==> src/rtl/page_bank_pkg.sv <==
package page_bank_pkg;
  localparam int BANK_W = 2;
  typedef logic [BANK_W-1:0] bank_t;

  localparam logic [9:0] OP_BANK1 = 10'h100;
  localparam logic [9:0] OP_BANK2 = 10'h180;
  localparam logic [9:0] OP_BANK3 = 10'h140;
  localparam logic [9:0] OP_BANK4 = 10'h1C0;

  localparam int OS_PAGES = 3;
endpackage

==> src/rtl/bank_op_decode.sv <==
module bank_op_decode
  import page_bank_pkg::*;
#(
  parameter int OP_W = 10
) (
  input  logic            op_valid,
  input  logic [OP_W-1:0] op_code,
  output logic            hit,
  output bank_t           bank
);
  always_comb begin
    hit  = 1'b0;
    bank = '0;
    if (op_valid) begin
      unique case (op_code)
        OP_BANK1: begin hit = 1'b1; bank = 2'b00; end
        OP_BANK2: begin hit = 1'b1; bank = 2'b01; end
        OP_BANK3: begin hit = 1'b1; bank = 2'b10; end
        OP_BANK4: begin hit = 1'b1; bank = 2'b11; end
        default:  begin hit = 1'b0; bank = '0; end
      endcase
    end
  end
endmodule

==> src/rtl/bank_link_map.sv <==
module bank_link_map
  import page_bank_pkg::*;
#(
  parameter int NUM_PAGES   = 16,
  parameter bit MODULE_WIDE = 1'b0,
  localparam int PAGE_W     = $clog2(NUM_PAGES)
) (
  input  logic [PAGE_W-1:0]    exec_page,
  output logic [NUM_PAGES-1:0] mask
);
  logic exec_sw;
  assign exec_sw = (exec_page >= PAGE_W'(OS_PAGES));

  generate
    if (MODULE_WIDE) begin : g_wide
      always_comb begin
        for (int p = 0; p < NUM_PAGES; p++)
          mask[p] = exec_sw && (p >= OS_PAGES);
      end
    end else begin : g_page
      logic [PAGE_W-1:0] partner;
      always_comb begin
        if (exec_page == PAGE_W'(3))      partner = PAGE_W'(5);
        else if (exec_page == PAGE_W'(5)) partner = PAGE_W'(3);
        else if (exec_page >= PAGE_W'(8)) partner = exec_page ^ PAGE_W'(1);
        else                              partner = exec_page;
      end
      always_comb begin
        for (int p = 0; p < NUM_PAGES; p++)
          mask[p] = exec_sw &&
                    ((PAGE_W'(p) == exec_page) || (PAGE_W'(p) == partner));
      end
    end
  endgenerate
endmodule

==> src/rtl/bank_reg_file.sv <==
module bank_reg_file
  import page_bank_pkg::*;
#(
  parameter int NUM_PAGES = 16
) (
  input  logic                  clk,
  input  logic                  rst,
  input  logic                  wr_en,
  input  logic [NUM_PAGES-1:0]  wr_mask,
  input  bank_t                 wr_bank,
  output bank_t [NUM_PAGES-1:0] banks
);
  always_ff @(posedge clk) begin
    if (rst) begin
      banks <= '0;
    end else if (wr_en) begin
      for (int p = 0; p < NUM_PAGES; p++)
        if (wr_mask[p]) banks[p] <= wr_bank;
    end
  end

  AST_IDLE_HOLDS: assert property (@(posedge clk) disable iff (rst)
    !wr_en |=> $stable(banks));
endmodule

==> src/rtl/page_bank_ctl.sv <==
module page_bank_ctl
  import page_bank_pkg::*;
#(
  parameter int NUM_PAGES   = 16,
  parameter int OP_W        = 10,
  parameter bit MODULE_WIDE = 1'b0,
  localparam int PAGE_W     = $clog2(NUM_PAGES)
) (
  input  logic              clk,
  input  logic              rst,
  input  logic              op_valid,
  input  logic [OP_W-1:0]   op_code,
  input  logic [PAGE_W-1:0] op_page,
  input  logic [PAGE_W-1:0] acc_page,
  output logic [1:0]        acc_bank
);
  logic                  dec_hit;
  bank_t                 dec_bank;
  logic [NUM_PAGES-1:0]  link_mask;
  bank_t [NUM_PAGES-1:0] bank_q;

  bank_op_decode #(.OP_W(OP_W)) u_dec (
    .op_valid (op_valid),
    .op_code  (op_code),
    .hit      (dec_hit),
    .bank     (dec_bank)
  );

  bank_link_map #(.NUM_PAGES(NUM_PAGES), .MODULE_WIDE(MODULE_WIDE)) u_link (
    .exec_page (op_page),
    .mask      (link_mask)
  );

  bank_reg_file #(.NUM_PAGES(NUM_PAGES)) u_regs (
    .clk     (clk),
    .rst     (rst),
    .wr_en   (dec_hit),
    .wr_mask (link_mask),
    .wr_bank (dec_bank),
    .banks   (bank_q)
  );

  always_ff @(posedge clk) begin
    if (rst) acc_bank <= '0;
    else     acc_bank <= bank_q[acc_page];
  end

  generate
    for (genvar g = 0; g < OS_PAGES; g++) begin : g_os_chk
      AST_OS_FIXED: assert property (@(posedge clk) disable iff (rst)
        bank_q[g] == 2'b00);
    end
    for (genvar g = 8; g < NUM_PAGES; g += 2) begin : g_pair_chk
      AST_PAIR_EQUAL: assert property (@(posedge clk) disable iff (rst)
        bank_q[g] == bank_q[g+1]);
    end
    if (!MODULE_WIDE) begin : g_solo_chk
      AST_SOLO_ISOLATED: assert property (@(posedge clk) disable iff (rst)
        (dec_hit && op_page == PAGE_W'(4)) |=> $stable(bank_q[7]) && $stable(bank_q[6]));
    end
  endgenerate

  AST_LOW_PAIR_EQUAL: assert property (@(posedge clk) disable iff (rst)
    bank_q[3] == bank_q[5]);
endmodule

==> config.mk <==
export PLATFORM = sky130hd
export DESIGN_NAME = page_bank_ctl
export DESIGN_NICKNAME = d
export VERILOG_FILES = /design/src/rtl/page_bank_pkg.sv /design/src/rtl/bank_op_decode.sv /design/src/rtl/bank_link_map.sv /design/src/rtl/bank_reg_file.sv /design/src/rtl/page_bank_ctl.sv
export SDC_FILE = /design/constraint.sdc
export NUM_CORES = 1
export LEC_CHECK = 0
export CAP_MARGIN = 40
export CORE_MARGIN = 2
export CORE_UTILIZATION = 50
export CTS_BUF_LIST = sky130_fd_sc_hd__clkbuf_16
export DETAILED_ROUTE_END_ITERATION = 10
export PLACE_DENSITY = 0.79
export SLEW_MARGIN = 10
export SYNTH_ARGS = -nofsm -noshare
export SYNTH_HDL_FRONTEND = slang
export SYNTH_SLANG_ARGS = --single-unit
==> constraint.sdc <==
create_clock -name clk -period 2.92 [get_ports clk]
set_input_delay 0.584 -clock clk [delete_from_list [all_inputs] [get_ports clk]]
set_output_delay 0.584 -clock clk [all_outputs]
set_load 0.02 [all_outputs]
==> out/results.tsv <==
metric	value	unit
initial_core_util	0.532	
grt_usage	0.225	
core_region_area	3080	µm²
outcome	completed	
boundaryPins	23	
num_rows	20	
min_period	2.27	ns
antenna_found_initial	0	
grt_pass1_wl	5.95	mm
grt_pass1_vias	1346	
die_area	3750	µm²
globalRoute.totalOverflow	0	
timing.setup.tns	0	ns
path_class	input port to register	
cts_buffers	5	
hold_viol_final	0	
layout-drive-gt1-share	0.117	
fmax	441	MHz
synth_compound_area_frac	0.0872	
ant_nets	0	
io_buffers	22	
grt_max_degree	14	
p_per_area	526	nW/µm²
totalPowerFinal	1.06	mW
die_y	61.2	µm
cp-start-kind	input port	
min_path_type	register to register	
syn_nets	187	
p_leak	0.774	nW
cp_num_buf_inv	1	
relSlewSlack	0.624	
cp_slowest_cell	clkdlybuf4s50_1	
synth_top_area_share	0.416	
fillers	256	
drt-vias-per-instance	5.86	
drc	0	
crit_family	simple AND/OR/NAND/NOR gates	
ys_types	33	
dpl.hpwl	2.63	mm
gp_congestion	0.849	
cp_slowest_stage_delay	0.65	ns
final_nets	208	
max_cap_violations	0	
critPathArrivalTime	2.44	ns
critPathMaxFanout	10	
tightestPinTransition	0.559	ns
path_clk_slew	0.05	ns
clkLatencyLatePin	0.28	ns
synth-seq-area-share	0.416	
ys_top_cells_by_area	dfxtp_1, mux2i_1, nor2b_1	
cts_sinks	34	
synth-xor-area-share	0.00535	
avgSynthCellArea	9.86	µm²
finalMaxSlewViolations	0	
synth_top_family_by_area	simple AND/OR/NAND/NOR gates	
multiInputGateArea	898	µm²
diodes	0	
seqCellArea	681	µm²
yosys.area_share.simple	0.291	
first_pass_iters	4	
end_kind	register	
synth_mux_area_frac	0.165	
synth_top_area_cell	dfxtp_1	
crit_chain	clkdlybuf4s50_1, or4b_2, nor4_2, mux2i_1, nor2_1	
layout_commonest_cell	dfxtp_1	
layout_common_cells	dfxtp_1, clkdlybuf4s50_1, nor2b_1	
fin_crit_sh	0.777	
skew	0.00215	ns
syn-instance-count	166	
cts_tree	yes	
post_cts_buffers	0	
ir_worst_vdd	0.000308	V
synthAdderAreaFrac	0	
postCtsHoldBufs	0	
rsz0062_at_grt	false	
syn_to_final_growth	23.1	%
vias	1360	
finalSetupViolCount	0	
required	3.09	ns
yosys_warnings	0	
clk_path_buf_depth	2	
avgRoutedWirePerCell	15.6	µm
drtIter0Drc	43	
die_x	61.2	µm
wirelength	3.62	mm
cts_root_buf	clkbuf_16	
postSynthRegisterBits	34	
netlist_area	1640	µm²
post_cts_resized	0	
cts_htree_levels	2	
## kinds of logic (layout without fill, tap and decap cells)
group | count (synthesis) | after routing
XOR/XNOR | 1 | 1
flip-flops | 34 | 34
AO/OA/AOI/OAI | 22 | 22
buffers and inverters | 11 | 33
AND/OR/NAND/NOR | 76 | 76
multiplexers | 22 | 22
## Yosys cell counts (all sizes together)
| master | number |
|---|---|
| a22o | 2 |
| nand2b | 1 |
| nor3b | 2 |
| and3b | 2 |
| a2111oi | 4 |
| nand4 | 5 |
| nor4 | 5 |
| a211oi | 4 |
| or4 | 3 |
| nor2 | 19 |
| nand4b | 1 |
| nand2 | 5 |
| nand3 | 3 |
| mux2i | 18 |
| and2 | 1 |
| or4b | 1 |
| or2b | 1 |
| buf | 6 |
| o21ai | 4 |
| a21oi | 8 |
| or3b | 1 |
| nor2b | 20 |
| dfxtp | 34 |
| clkbuf | 5 |
| and4 | 1 |
| or4bb | 1 |
| xor2 | 1 |
| mux4 | 4 |
| nor3 | 4 |
## worst min-delay path: stages (launching register included)
cell and delay [ns]:
dfxtp_1 0.30, nand2_1 0.05, a21oi_1 0.05
## final cells by class
cell class	count	area share
clock inverters	3	0.00621
repair buffers	25	0.120
multi-input cells	121	0.446
well taps	44	0.0273
clock buffers	5	0.0621
flip-flops and latches	34	0.338
## registers in the layout, summed over array words and instances, names as in the netlist
register / count
acc_bank: 2
u_regs.banks: 32
## through the flow
step                      worst slack (ns)   util  cell area, µm²  hold WS, ns  std cells
after global placement               0.447  0.610            1880        0.441        224
after CTS                            0.639  0.654            2010        0.453        232
after global routing                 0.511  0.654            2010        0.483        232
after detailed placement             0.349  0.610            1880        0.448        224
final                                0.651  0.654            2010        0.452        232
after floorplan                      0.862      -            1640        0.428        166
## report_power, final
group	internal [mW]	switching, mW	leakage [nW]	total, mW
Combinational	0.0450	0.0492	0.428	0.0942
Sequential	0.466	0.000396	0.274	0.466
Clock	0.308	0.191	0.0724	0.499
Total	0.819	0.241	0.774	1.06
## layer usage
metal  track usage  up-vias  share of wire
met3        0.0903       12          0.069
met4         0.118        0          0.021
met2         0.369       55           0.49
met1         0.251      644           0.42
li1              -      649              -
met5             0        -              0
## final timing paths
check,startpoint,endpoint,slack [ns],cells after the start
hold / removal,u_regs.banks[29]$_SDFFE_PP0P_,u_regs.banks[29]$_SDFFE_PP0P_,0.45,2
hold reg to reg,u_regs.banks[29]$_SDFFE_PP0P_,u_regs.banks[29]$_SDFFE_PP0P_,0.45,2
setup / recovery,op_page[2],u_regs.banks[8]$_SDFFE_PP0P_,0.65,5
setup reg to reg,u_regs.banks[31]$_SDFFE_PP0P_,acc_bank[1]$_SDFF_PP0_,1.63,4
Power figures use the tool's default switching activity.
